$ cat src/rtl/pla_pkg.sv
package pla_pkg;
  // Decoded configuration strobes passed from control to datapath.
  typedef struct packed {
    logic       termWe;
    logic       sumWe;
    logic [7:0] wrRow;
    logic       termRd;
    logic       sumRd;
    logic [7:0] rdRow;
  } cfgStrobe_t;
endpackage

$ cat src/rtl/pla_ctrl.sv
module pla_ctrl
  import pla_pkg::*;
#(
  parameter int NUM_TERM = 6,
  parameter int NUM_OUT  = 3,
  parameter int AW       = 4
) (
  input  logic          cfgWe,
  input  logic [AW-1:0] cfgAddr,
  input  logic [AW-1:0] rdAddr,
  output cfgStrobe_t    strobe
);
  localparam logic [AW:0] TERM_END = (AW+1)'(NUM_TERM);
  localparam logic [AW:0] ROW_END  = (AW+1)'(NUM_TERM + NUM_OUT);

  logic [AW:0] wrWide;
  logic [AW:0] rdWide;

  always_comb begin
    wrWide = {1'b0, cfgAddr};
    rdWide = {1'b0, rdAddr};
    strobe = '0;
    if (wrWide < TERM_END) begin
      strobe.termWe = cfgWe;
      strobe.wrRow  = 8'(wrWide);
    end else if (wrWide < ROW_END) begin
      strobe.sumWe = cfgWe;
      strobe.wrRow = 8'(wrWide - TERM_END);
    end
    if (rdWide < TERM_END) begin
      strobe.termRd = 1'b1;
      strobe.rdRow  = 8'(rdWide);
    end else if (rdWide < ROW_END) begin
      strobe.sumRd = 1'b1;
      strobe.rdRow = 8'(rdWide - TERM_END);
    end
  end
endmodule

$ cat src/rtl/pla_datapath.sv
module pla_datapath
  import pla_pkg::*;
#(
  parameter int NUM_IN   = 4,
  parameter int NUM_TERM = 6,
  parameter int NUM_OUT  = 3,
  parameter int DW       = 8
) (
  input  logic                clk,
  input  logic                rstN,
  input  cfgStrobe_t          strobe,
  input  logic [DW-1:0]       cfgData,
  input  logic [NUM_IN-1:0]   dataIn,
  output logic [NUM_OUT-1:0]  dataOut,
  output logic [DW-1:0]       rdData
);
  localparam int LW = 2 * NUM_IN;

  logic [LW-1:0]       termMask [NUM_TERM];
  logic [NUM_TERM-1:0] sumMask  [NUM_OUT];
  logic [LW-1:0]       literal;
  logic [NUM_TERM-1:0] termVal;

  // Literal columns: even = true input, odd = complemented input.
  for (genvar i = 0; i < NUM_IN; i++) begin : g_lit
    assign literal[2*i]   = dataIn[i];
    assign literal[2*i+1] = ~dataIn[i];
  end

  // Product plane: NOR line over inverted literals, gated by "any connection".
  for (genvar t = 0; t < NUM_TERM; t++) begin : g_term
    logic norLine;
    always_ff @(posedge clk) begin
      if (!rstN)
        termMask[t] <= '0;
      else if (strobe.termWe && strobe.wrRow == 8'(t))
        termMask[t] <= cfgData[LW-1:0];
    end
    assign norLine    = |(termMask[t] & ~literal);
    assign termVal[t] = (|termMask[t]) & ~norLine;
  end

  // Sum plane: OR line over selected product terms.
  for (genvar j = 0; j < NUM_OUT; j++) begin : g_sum
    always_ff @(posedge clk) begin
      if (!rstN)
        sumMask[j] <= '0;
      else if (strobe.sumWe && strobe.wrRow == 8'(j))
        sumMask[j] <= cfgData[NUM_TERM-1:0];
    end
    assign dataOut[j] = |(sumMask[j] & termVal);
  end

  always_comb begin
    rdData = '0;
    for (int t = 0; t < NUM_TERM; t++)
      if (strobe.termRd && strobe.rdRow == 8'(t))
        rdData[LW-1:0] = termMask[t];
    for (int j = 0; j < NUM_OUT; j++)
      if (strobe.sumRd && strobe.rdRow == 8'(j))
        rdData[NUM_TERM-1:0] = sumMask[j];
  end
endmodule

$ cat src/rtl/pla_array.sv
module pla_array
  import pla_pkg::*;
#(
  parameter  int NUM_IN   = 4,
  parameter  int NUM_TERM = 6,
  parameter  int NUM_OUT  = 3,
  localparam int ROWS     = NUM_TERM + NUM_OUT,
  localparam int AW       = $clog2(ROWS),
  localparam int LW       = 2 * NUM_IN,
  localparam int DW       = (LW > NUM_TERM) ? LW : NUM_TERM
) (
  input  logic               clk,
  input  logic               rstN,
  input  logic               cfgWe,
  input  logic [AW-1:0]      cfgAddr,
  input  logic [DW-1:0]      cfgData,
  input  logic [AW-1:0]      rdAddr,
  output logic [DW-1:0]      rdData,
  input  logic [NUM_IN-1:0]  dataIn,
  output logic [NUM_OUT-1:0] dataOut
);
  cfgStrobe_t strobe;

  pla_ctrl #(.NUM_TERM(NUM_TERM), .NUM_OUT(NUM_OUT), .AW(AW)) ctrl_i (
    .cfgWe  (cfgWe),
    .cfgAddr(cfgAddr),
    .rdAddr (rdAddr),
    .strobe (strobe)
  );

  pla_datapath #(.NUM_IN(NUM_IN), .NUM_TERM(NUM_TERM), .NUM_OUT(NUM_OUT), .DW(DW)) dp_i (
    .clk    (clk),
    .rstN   (rstN),
    .strobe (strobe),
    .cfgData(cfgData),
    .dataIn (dataIn),
    .dataOut(dataOut),
    .rdData (rdData)
  );
endmodule

$ cat config.mk
export PLATFORM = sky130hd
export DESIGN_NAME = pla_array
export DESIGN_NICKNAME = d
export VERILOG_FILES = /design/src/rtl/pla_pkg.sv /design/src/rtl/pla_ctrl.sv /design/src/rtl/pla_datapath.sv /design/src/rtl/pla_array.sv
export SDC_FILE = /design/constraint.sdc
export NUM_CORES = 1
export LEC_CHECK = 0
export CORE_MARGIN = 3
export CORE_UTILIZATION = 27
export DETAILED_ROUTE_END_ITERATION = 8
export GPL_TIMING_DRIVEN = 1
export PLACE_DENSITY = 0.54
export SLEW_MARGIN = 20
export SYNTH_ARGS = -nofsm -noshare
export SYNTH_HDL_FRONTEND = slang
export SYNTH_HIERARCHICAL = 1
export SYNTH_SLANG_ARGS = --single-unit
$ cat constraint.sdc
create_clock -name clk -period 3.45 [get_ports clk]
set_clock_uncertainty 0.2 [all_clocks]
set_input_delay 0.345 -clock clk [delete_from_list [all_inputs] [get_ports clk]]
set_output_delay 0.345 -clock clk [all_outputs]
set_load 0.1 [all_outputs]
Word level (Yosys, flattened, before mapping)

Memories as Yosys holds them, arrays and structs flattened.
Cells that the tools add are included.

Bits in read-only memories: 0
Memories: 2
Output and inout port bits: 11
Bits in registers: 0
Bits in latches: 0
Word-level logic and storage cells: 142
RAM bits: 66
Input port bits: 23

Eq/ne operators: 10
Magnitude comparators: 4
Muxes and demuxes: 54
Div/mod/pow operators: 0
Reduce and logical (&&, ||, !) cells: 35
Bitwise logic cells: 35
$mul: 0
$add $sub $neg: 2
Shift-type cells: 0

Memory list:

| memory        | depth | bits a word | rd ports | clocked after memory_dff | wr ports | line               | RTL |
|---|---|---|---|---|---|---|---|
| dp_i.termMask | 6     | 8           | 6        | 0                        | 6        | pla_datapath.sv:19 | `logic [LW-1:0] termMask [NUM_TERM];` |
| dp_i.sumMask  | 3     | 6           | 3        | 0                        | 3        | pla_datapath.sv:20 | `logic [NUM_TERM-1:0] sumMask [NUM_OUT];` |

Operator list:

| operator                                                    | count |
|---|---|
| 2-to-1 mux 8 bit                                            | 14 |
| OR reduction 8 bit                                          | 12 |
| bitwise AND 8 bit                                           | 6 |
| 2-to-1 mux 6 bit                                            | 6 |
| equality test 8 x 2 -> 1 bit (second input constant)        | 4 |
| equality test 8 x 3 -> 1 bit (second input constant)        | 4 |
| 2-to-1 mux 1 bit                                            | 32 |
| bitwise AND 6 bit                                           | 3 |
| logical AND 1 bit                                           | 18 |
| 2-to-1 mux 9 bit                                            | 2 |
| OR reduction 6 bit                                          | 3 |
| equality test 8 x 1 -> 1 bit (second input constant)        | 2 |
| zero test 8 bit                                             | 2 |
| NOT 1 bit                                                   | 10 |
| subtractor 4 x 3 -> 5 bit (second input constant)           | 2 |
| bitwise OR 1 bit                                            | 9 |
| less-than comparator 4 x 3 -> 1 bit (second input constant) | 2 |
| less-than comparator 4 bit (second input constant)          | 2 |
| NOT 8 bit                                                   | 1 |
| bitwise AND 1 bit                                           | 6 |

Logic depth before layout (Yosys ltp)

Gate-level depths: netlist of the first run.

Word-level depth: 14
Depth in mapped cells: 13
Mapped depth without buffers: 10

Modules after synthesis

Netlist of the first run, hierarchy kept.

By module, submodules not included:

| module       | instances | sequential area each (µm²) | cells an instance | area each (µm²) |
|---|---|---|---|---|
| pla_datapath | 1         | 1981.9                     | 368               | 4062.6 |
| pla_ctrl     | 1         | 0.0                        | 43                | 297.8 |

Worst setup path before layout of the first run

OpenSTA, ideal clock, no wires.

Path kind: input-to-output
Start: input rdAddr[1]
End: output rdData[1]
Arrival time: 3.695 ns
Required time: 2.905 ns
Cell stages on the path: 12
Slack: -0.790 ns
Path buffers: 3
Path through: ha_1 inv_1 ha_1 buf_2 a211oi_1 buf_4 nor4_2 buf_2 nand3_1 nor3_1 a221o_1 a22oi_1

RTL lines:

| item            | line            | RTL |
|---|---|---|
| start, declared | pla_array.sv:17 | `input logic [AW-1:0] rdAddr,` |
| end, declared   | pla_array.sv:18 | `output logic [DW-1:0] rdData,` |

==> results of run 1 <==
[flip-flops by register name, indices dropped and copies added (netlist names)]
register	flops
dp_i/sumMask	18
dp_i/termMask	48
[stage by stage]
step                TNS (ns)  instance area (um2)  util [%]
global route               0                 5620      36.3
floorplan            -0.0375                 4450         -
global placement     -0.0464                 5300      34.2
detailed placement    -0.225                 5300      34.2
CTS                        0                 5610      36.2
finish                     0                 5620      36.3
[per-layer routing]
layer / wire length, um / vias to the layer above
met3: 595 / 24
met4: 352 / 0
met5: 0 / -
met1: 5620 / 1690
met2: 5800 / 116
li1: - / 1661
[how the worst max path moves through the flow]
stage,slack [ns],cells past startpoint,startpoint,end
after floorplan,-0.03,12,rdAddr[1],rdData[1]
after global placement,-0.03,13,rdAddr[1],rdData[1]
after detailed placement,-0.08,12,rdAddr[1],rdData[1]
after CTS,0.1,11,rdAddr[3],rdData[5]
after global routing,0.009,11,rdAddr[3],rdData[1]
final,0.15,11,rdAddr[3],rdData[1]
[power by group]
group / switching, mW / internal [mW]
clock network: 0.288 / 0.542
logic: 0.303 / 0.210
registers: 0.0502 / 0.930
total: 0.642 / 1.68
[what timing repair did]
action,4_1_cts,5_1_grt
setup buffers,2,0
hold buffers,0,0
pin swaps,6,7
gates resized for setup,8,3
endpoints found under the setup margin,6,3
[logic make-up after synthesis]
logic type               after synthesis
multiplexers                          31
AND/OR/NAND/NOR                      179
buffers and inverters                 36
adder cells (fa/ha/maj)                4
AO/OA/AOI/OAI                         95
flip-flops                            66
[layout by cell type, fill, tap and decap left out, drive strengths merged, types with 3 or more instances in the layout]
master,n
a211oi,7
a21oi,3
a22oi,16
a31oi,3
and2,69
and3,4
buf,52
clkbuf,9
clkdlybuf4s50,20
clkinv,4
edfxtp,66
ha,4
inv,12
mux2,3
mux2i,25
mux4,3
nand2,43
nand2b,5
nand3,5
nor2,17
nor2b,4
nor3,6
nor4,20
o2111ai,4
o211ai,4
o21a,3
o21ai,28
o22ai,13
[worst max-delay path, stage by stage]
cell and delay, ns:
clkdlybuf4s50_1 0.44, inv_2 0.09, ha_4 0.17, buf_4 0.12
a211oi_4 0.06, nor4_4 0.43, and3_4 0.26, o211ai_1 0.08
a221o_1 0.33, a22oi_2 0.20, buf_12 0.20
[final cells by class]
| class | instances | share of cell area, % |
|---|---|---|
| clock buffers | 9 | 4.01 |
| flip-flops and latches | 66 | 35.3 |
| repair buffers | 74 | 13.5 |
| multi-input cells | 309 | 40.9 |
| clock inverters | 5 | 0.846 |
| inverters | 12 | 0.802 |
| well taps | 211 | 4.70 |
==> summary.txt, run 1 <==
Status
  – Status: completed

Global route
  – Total grt overflow: 0
  – Antenna violations before repair: 0
  – Met2 Usage GRT: 23.0%
  – Largest net degree at the start of global routing: 21
  – Total track usage: 14.2%
  – Routing usage on met1: 18.5%
  – Most Crowded Layer GR: met2
  – Number of global-route vias before repair: 3505
  – First-pass GRT wire length: 19400 um
  – Met3 usage in global routing: 2.47%

Synthesis
  – Top cells by count, synth: and2_1 (68), edfxtp_1 (66), nand2_1 (41)
  – XOR/XNOR share of the synthesized area: 0%
  – Ranking of synthesized cells by area: edfxtp_1 (45%), and2_1 (9.8%), mux2i_1 (5.7%)
  – Post-synthesis mux area share: 8.15%
  – Top-count cell post-synth: and2_1
  – Distinct cells, synth: 54
  – Share of the synthesized area in the top cell type: 45.5%
  – Largest area contributor in the netlist: edfxtp_1
  – Largest family of logic cells by synthesized area: simple AND/OR/NAND/NOR gates
  – Synth Area in Compound Gates: 15.3%
  – Post-synthesis net count: 438
  – Post-Syn Instances: 411
  – Sequential-to-total area share from yosys stat: 45.5%
  – EDFF count, synth: 66
  – Ys flop type: edfxtp_1
  – Synth Warn #: 6
  – Post-Synth Simple-Gate Area: 25.5%
  – Synth Area per Inst: 10.6 um2
  – Synth Area in Adders: 1.15%
  – #FFs+latches synth: 66
  – Synth Cell Area: 4360 um2
  – Post-synth ARST share: 0%

Finish
  – Area grow syn2layout: 28.8%
  – Share of cells above drive strength 1: 23.4%
  – Area occupied by multi-input gates: 2300 um2
  – Register area: 1980 um2
  – # fillers: 1510
  – Final nets: 499
  – Diodes inserted: 0
  – Final Non-Filler Cells: 686

Timing
  – Final hold slack: 0.650 ns
  – Headroom to the max-slew limit: 57.4%
  – Max-slew violation count: 0
  – Final WS setup: 0.153 ns
  – Post-route clock period utilization: 95.6%
  – Fmax: 303 MHz
  – Hold Fails Final Rpt: 0
  – Worst-Margin Slew: 0.635 ns
  – Fin crit period: 3.30 ns
  – Final setup violation count: 0
  – Unrepaired setup endpoints after global routing: false

Die
  – Row count: 45
  – Io pins: 34
  – Core Footprint: 15500 um2
  – Die W: 133 um
  – Initial core utilization: 28.2%
  – Die area: 17700 um2
  – Die H: 133 um

Route
  – Iter 0 DRT Violations: 378
  – DR WL/cell: 18.0 um
  – Vias/cell: 5.09
  – First drt pass iteration count: 5
  – ANT nets after route: 0
  – DRC violations left: 0
  – Total Wirelength: 12400 um
  – Via count: 3491

Placement
  – Pre-CTS setup slack: -0.0846 ns
  – Final HPWL DP: 9820 um
  – Gpl congestion: 0.924
  – Placed Instances: 670
  – # port buffers: 33

Setup path
  – CP Data Required Time: 2.90 ns
  – Critical Path Start Type: input port
  – CP arrival: 2.75 ns
  – Setup CP Type: input port to output port
  – Crit. End Element: output port
  – Crit Path Max Fanout: 8

Clock tree
  – CTS Sinks: 66
  – Root buf cell: clkbuf_16
  – Number of CTS-inserted buffers: 9
  – Htree depth: 3
  – CTS tree: built
  – Clock-pin slew on the worst setup and hold paths: 0.05 ns
  – Clock buffer depth: 2

Min path
  – Hold Startpoint: cfgData[7]
  – Hold Path End: dp_i/termMask[0][7]
  – Min-Delay Path Class: input port to register
  – Hold Crit Depth: 2

Pwr
  – Pwr per Cell Area: 413 nW/um2
  – LEAKAGE: 2.01 nW
  – VDD IR max: 0.180 mV
  – Power Total: 2.32 mW

Run
  – Max-Cap Viols: 0
No activity file was read; power rests on OpenSTA's default activity.
==> run 2: changes to the inputs <==
ABC_AREA = 1   (was default)
CORE_MARGIN = default   (was 3)
==> summary.txt, run 2 <==
Status
  – Status: completed

Run
  – Max-Cap Viols: 0

Die
  – Core Footprint: 15300 um2
  – Row count: 45
  – Die W: 128 um
  – Die area: 16300 um2
  – Initial core utilization: 27.9%
  – Io pins: 34
  – Die H: 128 um

Synthesis
  – XOR/XNOR share of the synthesized area: 0%
  – Top cells by count, synth: nand2_1 (136), nor2_1 (95), edfxtp_1 (66)
  – Largest area contributor in the netlist: edfxtp_1
  – #FFs+latches synth: 66
  – Post-synthesis mux area share: 0.937%
  – Synth Area in Adders: 1.17%
  – Top-count cell post-synth: nand2_1
  – Sequential-to-total area share from yosys stat: 46.4%
  – Post-Synth Simple-Gate Area: 36.3%
  – Synth Area per Inst: 7.96 um2
  – Post-synthesis net count: 564
  – Distinct cells, synth: 40
  – Post-synth ARST share: 0%
  – Share of the synthesized area in the top cell type: 46.4%
  – Largest family of logic cells by synthesized area: simple AND/OR/NAND/NOR gates
  – Synth Warn #: 6
  – Post-Syn Instances: 537
  – Synth Area in Compound Gates: 6.15%
  – EDFF count, synth: 66
  – Ranking of synthesized cells by area: edfxtp_1 (46%), nand2_1 (12%), nor2_1 (8.3%)
  – Synth Cell Area: 4270 um2
  – Ys flop type: edfxtp_1

Timing
  – Hold Fails Final Rpt: 0
  – Headroom to the max-slew limit: 55.8%
  – Final hold slack: 0.648 ns
  – Worst-Margin Slew: 0.661 ns
  – Final setup TNS: 0 ns
  – Fmax: 307 MHz
  – Post-route clock period utilization: 94.3%
  – Fin crit period: 3.25 ns
  – Max-slew violation count: 0
  – Final setup violation count: 0

Placement
  – Gpl congestion: 1.00
  – Final HPWL DP: 9430 um
  – # port buffers: 33

Route
  – Via count: 3788
  – Iter 0 DRT Violations: 184
  – Total Wirelength: 11800 um
  – DRC violations left: 0
  – ANT nets after route: 0
  – First drt pass iteration count: 5
  – Vias/cell: 4.70
  – DR WL/cell: 14.6 um

Setup path
  – CP Data Required Time: 2.90 ns
  – Critical Path Start Type: input port
  – Crit. End Element: output port
  – Setup crit start: rdAddr[3]
  – CP arrival: 2.71 ns
  – Crit Path Max Fanout: 7
  – Setup CP Type: input port to output port

Global route
  – Total grt overflow: 0
  – Number of global-route vias before repair: 3677
  – Largest net degree at the start of global routing: 19
  – First-pass GRT wire length: 18600 um
  – Total track usage: 14.7%
  – Antenna violations before repair: 0

Clock tree
  – CTS tree: built
  – Root buf cell: clkbuf_16
  – CTS Sinks: 66
  – CTS Hold Bufs: 0
  – Number of CTS-inserted buffers: 9
  – Clock buffer depth: 2
  – Clock-pin slew on the worst setup and hold paths: 0.05 ns
  – Htree depth: 3

Finish
  – Reg with most FFs: dp_i/termMask
  – Commonest non-fill, non-tap cell in the layout: nand2_1
  – # fillers: 1559
  – Share of cells above drive strength 1: 19.3%
  – Final nets: 617
  – Max reg flops: 48
  – Biggest regs: dp_i/termMask x48, dp_i/sumMask x18
  – Most frequent cells in the layout: nand2_1 (125), nor2_1 (92), edfxtp_1 (66)
  – Area grow syn2layout: 28.8%
  – Diodes inserted: 0

Pwr
  – Power Total: 2.36 mW
  – LEAKAGE: 2.28 nW
  – VDD IR max: 0.237 mV
  – Pwr per Cell Area: 428 nW/um2

Min path
  – Hold Crit Depth: 3
  – Min-Delay Path Class: input port to register
  – Hold Startpoint: cfgData[7]
  – Hold Path End: dp_i/termMask[2][7]
run 2: cell types whose count changed after synthesis, sizes merged, moves of 6 or more:
| cell | before | now |
|---|---|---|
| a22oi | 16 | 0 |
| and2 | 69 | 0 |
| buf | 23 | 17 |
| clkinv | 0 | 6 |
| inv | 12 | 66 |
| mux2i | 25 | 4 |
| nand2 | 43 | 146 |
| nand3 | 5 | 41 |
| nand4 | 1 | 11 |
| nor2 | 17 | 104 |
| nor4 | 20 | 13 |
| o22ai | 13 | 2 |
run 2: worst max path at each step:
| stage | to | slack, ns | cells past startpoint |
|---|---|---|---|
| global route | rdData[2] | -0.02 | 21 |
| CTS | rdData[2] | 0.02 | 22 |
| finish | rdData[3] | 0.20 | 19 |
| global placement | rdData[2] | 0.05 | 21 |
| floorplan | rdData[5] | 0.19 | 19 |
| detailed placement | rdData[2] | -0.03 | 16 |
run 2: timing repair:
item                                    in CTS  in global routing
endpoints found under the setup margin       6                  8
pin swaps                                    2                 13
gates resized for setup                      6                 33
buffers inserted                             0                  3
endpoints found under the hold margin        0                  0
run 2: area by class of cell:
type / count / area [um2] / area share [%]
multi-input cells: 381 / 2020 / 36.7
flip-flops and latches: 66 / 1980 / 36.0
repair buffers: 60 / 656 / 11.9
inverters: 72 / 273 / 4.96
well taps: 211 / 264 / 4.80
clock buffers: 11 / 233 / 4.23
clock inverters: 5 / 78.8 / 1.43
run 2: cells by family after synthesis:
group                    after synthesis
AO/OA/AOI/OAI                         45
flip-flops                            66
AND/OR/NAND/NOR                      328
adder cells (fa/ha/maj)                4
buffers and inverters                 90
multiplexers                           4
run 2: worst max-delay path, stage by stage:
cell	delay, ns
clkdlybuf4s50_1	0.48
inv_1	0.07
ha_2	0.20
buf_4	0.15
nand2_2	0.07
nand2_2	0.07
buf_4	0.16
nor2_4	0.12
nand2_4	0.08
nor2_8	0.17
nand2_2	0.09
o21ai_1	0.14
nor2_1	0.06
nand4_1	0.08
nand2_1	0.06
nand2_1	0.05
nand2_1	0.06
nand2_2	0.08
buf_12	0.17
run 2: metrics by stage:
stage	instance area (um2)	util, %	setup slack, ns	instances
after floorplan	4280	-	0.194	537
after global placement	5050	32.9	0.0475	787
after detailed placement	5050	32.9	-0.0263	787
after CTS	5390	35.2	0.0159	803
after global routing	5500	35.9	-0.0187	806
final	5500	35.9	0.198	806
run 2: power by group:
part,switching [mW],internal (mW)
Clock,0.301,0.629
Sequential,0.0426,0.930
Combinational,0.295,0.159
run 2: layer usage:
| metal | global-route usage [%] | part of all wire [%] | vias to the layer above |
|---|---|---|---|
| met2 | 25.8 | 49 | 115 |
| met4 | 8.79 | 4.7 | 0 |
| met3 | 1.63 | 3.8 | 32 |
| met1 | 17.4 | 43 | 1762 |
| li1 | - | - | 1879 |
| met5 | 0 | 0 | - |
==> run 3: changes to the inputs <==
CORE_UTILIZATION = 57   (was 27)
CTS_CLUSTER_DIAMETER = 30   (was default)
PLACE_DENSITY = 0.89   (was 0.54)
TNS_END_PERCENT = 30   (was default)
==> summary.txt, run 3 (synthesis results as in run 2) <==
Status
  – Status: completed

Route
  – First drt pass iteration count: 6
  – Iter 0 DRT Violations: 426
  – Vias/cell: 5.75
  – DR WL/cell: 16.5 um
  – DR WL met3: 1050 um
  – ANT nets after route: 0
  – Max layer used: met4
  – Total Wirelength: 11300 um
  – Met1 WL: 4310 um
  – DRC violations left: 0
  – Met2 wire len: 5400 um
  – Via count: 3935

Timing
  – Post-route clock period utilization: 90.5%
  – Final WS setup: 0.327 ns
  – Worst-Margin Slew: 0.634 ns
  – Fin crit period: 3.12 ns
  – Final setup TNS: 0 ns
  – Fmax: 320 MHz
  – Hold Fails Final Rpt: 0
  – Unrepaired setup endpoints after global routing: false
  – Max-slew violation count: 0
  – Final setup violation count: 0
  – Headroom to the max-slew limit: 57.6%

Finish
  – Reg with most FFs: dp_i/termMask
  – Diodes inserted: 0
  – Commonest non-fill, non-tap cell in the layout: nand2_1
  – Most frequent cells in the layout: nand2_1 (131), nor2_1 (94), edfxtp_1 (66)
  – Max reg flops: 48
  – Post-route cell area: 5090 um2
  – Area grow syn2layout: 19.1%
  – Share of cells above drive strength 1: 15.0%
  – Biggest regs: dp_i/termMask x48, dp_i/sumMask x18
  – Final nets: 608

Clock tree
  – Root buf cell: clkbuf_8
  – Htree depth: 3
  – CTS Hold Bufs: 0
  – CTS Sinks: 66
  – Clock buffer depth: 2
  – Clock-pin slew on the worst setup and hold paths: 0.06 ns
  – Number of CTS-inserted buffers: 9
  – CTS tree: built

Setup path
  – Worst path most repeated cell: nand2_1
  – Cell Chain, Critical Path: clkdlybuf4s50_1, nor2_2, nand2_2, nand2_2, nand3_1, nand2_2, nor2_4, buf_6, nand2_4, nor2_8, nand3_2, nand3_1, nand2_1, nand2_1, nand2_1, nand2_1, nand2_1, nand2_1, nand2_1, nand2_2, buf_12
  – Crit Path Max Fanout: 7
  – Worst Path Buf+Inv: 3
  – Crit. End Element: output port
  – Slowest cell on the critical path: clkdlybuf4s50_1
  – CP arrival: 2.58 ns
  – CP top delay family: simple AND/OR/NAND/NOR gates
  – Setup crit start: rdAddr[0]
  – Setup CP Type: input port to output port
  – Worst Setup EP: rdData[2]
  – CP max stage delay: 0.51 ns
  – CP Data Required Time: 2.90 ns
  – Critical Path Start Type: input port
  – Crit path depth: 21

Placement
  – Pre-CTS setup slack: 0.0280 ns
  – Placed Area: 4860 um2
  – Final HPWL DP: 8670 um
  – Gpl congestion: 0.941
  – # port buffers: 33

Run
  – Max-Cap Viols: 0

Die
  – Die H: 88.6 um
  – Die area: 7850 um2
  – Row count: 31
  – Core Footprint: 7250 um2
  – Io pins: 34
  – Die W: 88.6 um
  – Initial core utilization: 58.9%

Pwr
  – Seq pwr share: 49.4%
  – Clk pwr share: 29.2%
  – Sw Share: 29.2%
  – Internal power: 1.39 mW
  – Pwr per Cell Area: 387 nW/um2
  – LEAKAGE: 2.19 nW
  – Psw: 0.577 mW
  – VDD IR max: 0.305 mV
  – Comb power frac: 21.5%

Global route
  – Total track usage: 31.2%
  – Antenna violations before repair: 0
  – First-pass GRT wire length: 18000 um
  – Largest net degree at the start of global routing: 19
  – Total grt overflow: 0
  – Number of global-route vias before repair: 3841

Min path
  – Min-Delay Path Class: input port to register
  – Hold Startpoint: cfgData[6]
run 3: cell count changes in the layout (fill, tap and decap cells not counted), sizes merged:
| cell | change |
|---|---|
| dlymetal6s2s | +1 |
| clkbuf | -1 |
| bufinv | -1 |
| clkinv | +3 |
| clkinvlp | -2 |
| clkdlybuf4s50 | -1 |
| buf | -9 |
run 3: power groups by stage:
stage,Clock (mW),Sequential [mW],Combinational [mW]
floorplan,0,0.964,0.274
global placement,0,0.982,0.398
detailed placement,0,0.985,0.410
CTS,0.583,0.969,0.411
global route,0.612,0.975,0.455
finish,0.575,0.973,0.423
run 3: worst min path at each step:
stage / end / depth (start not counted)
floorplan: dp_i/termMask[0][14] / 2
global placement: rdData[1] / 3
finish: dp_i/termMask[1][14] / 3
CTS: dp_i/termMask[1][14] / 3
global route: dp_i/termMask[2][14] / 3
detailed placement: rdData[1] / 3
run 3: repair_timing:
action / 4_1_cts / 5_1_grt
endpoints found under the hold margin: 0 / 0
buffers inserted: 0 / 0
endpoints found under the setup margin: 0 / 6
gates resized for setup: 0 / 18
run 3: cell type report:
type | instances | area, um2
Fill cell | 558 | 2160
Sequential cell | 66 | 1980
Multi-Input combinational cell | 381 | 1950
Timing Repair Buffer | 51 | 591
Inverter | 72 | 270
Clock buffer | 10 | 128
Tap cell | 99 | 124
Clock inverter | 5 | 46.3
run 3: stage by stage:
step	power [mW]	utilization, %	cells	hold WS [ns]
after floorplan	1.24	-	537	0.411
after global placement	1.38	67.0	669	0.820
after detailed placement	1.40	67.0	669	0.795
after CTS	1.96	69.4	684	0.608
after global routing	2.04	70.2	684	0.648
final	1.97	70.2	684	0.623
run 3: layer usage:
layer | vias to the layer above | track usage (%)
met1 | 1780 | 38.8
met4 | 0 | 21.8
met2 | 251 | 49.7
li1 | 1857 | -
met3 | 47 | 5.41
met5 | - | 0
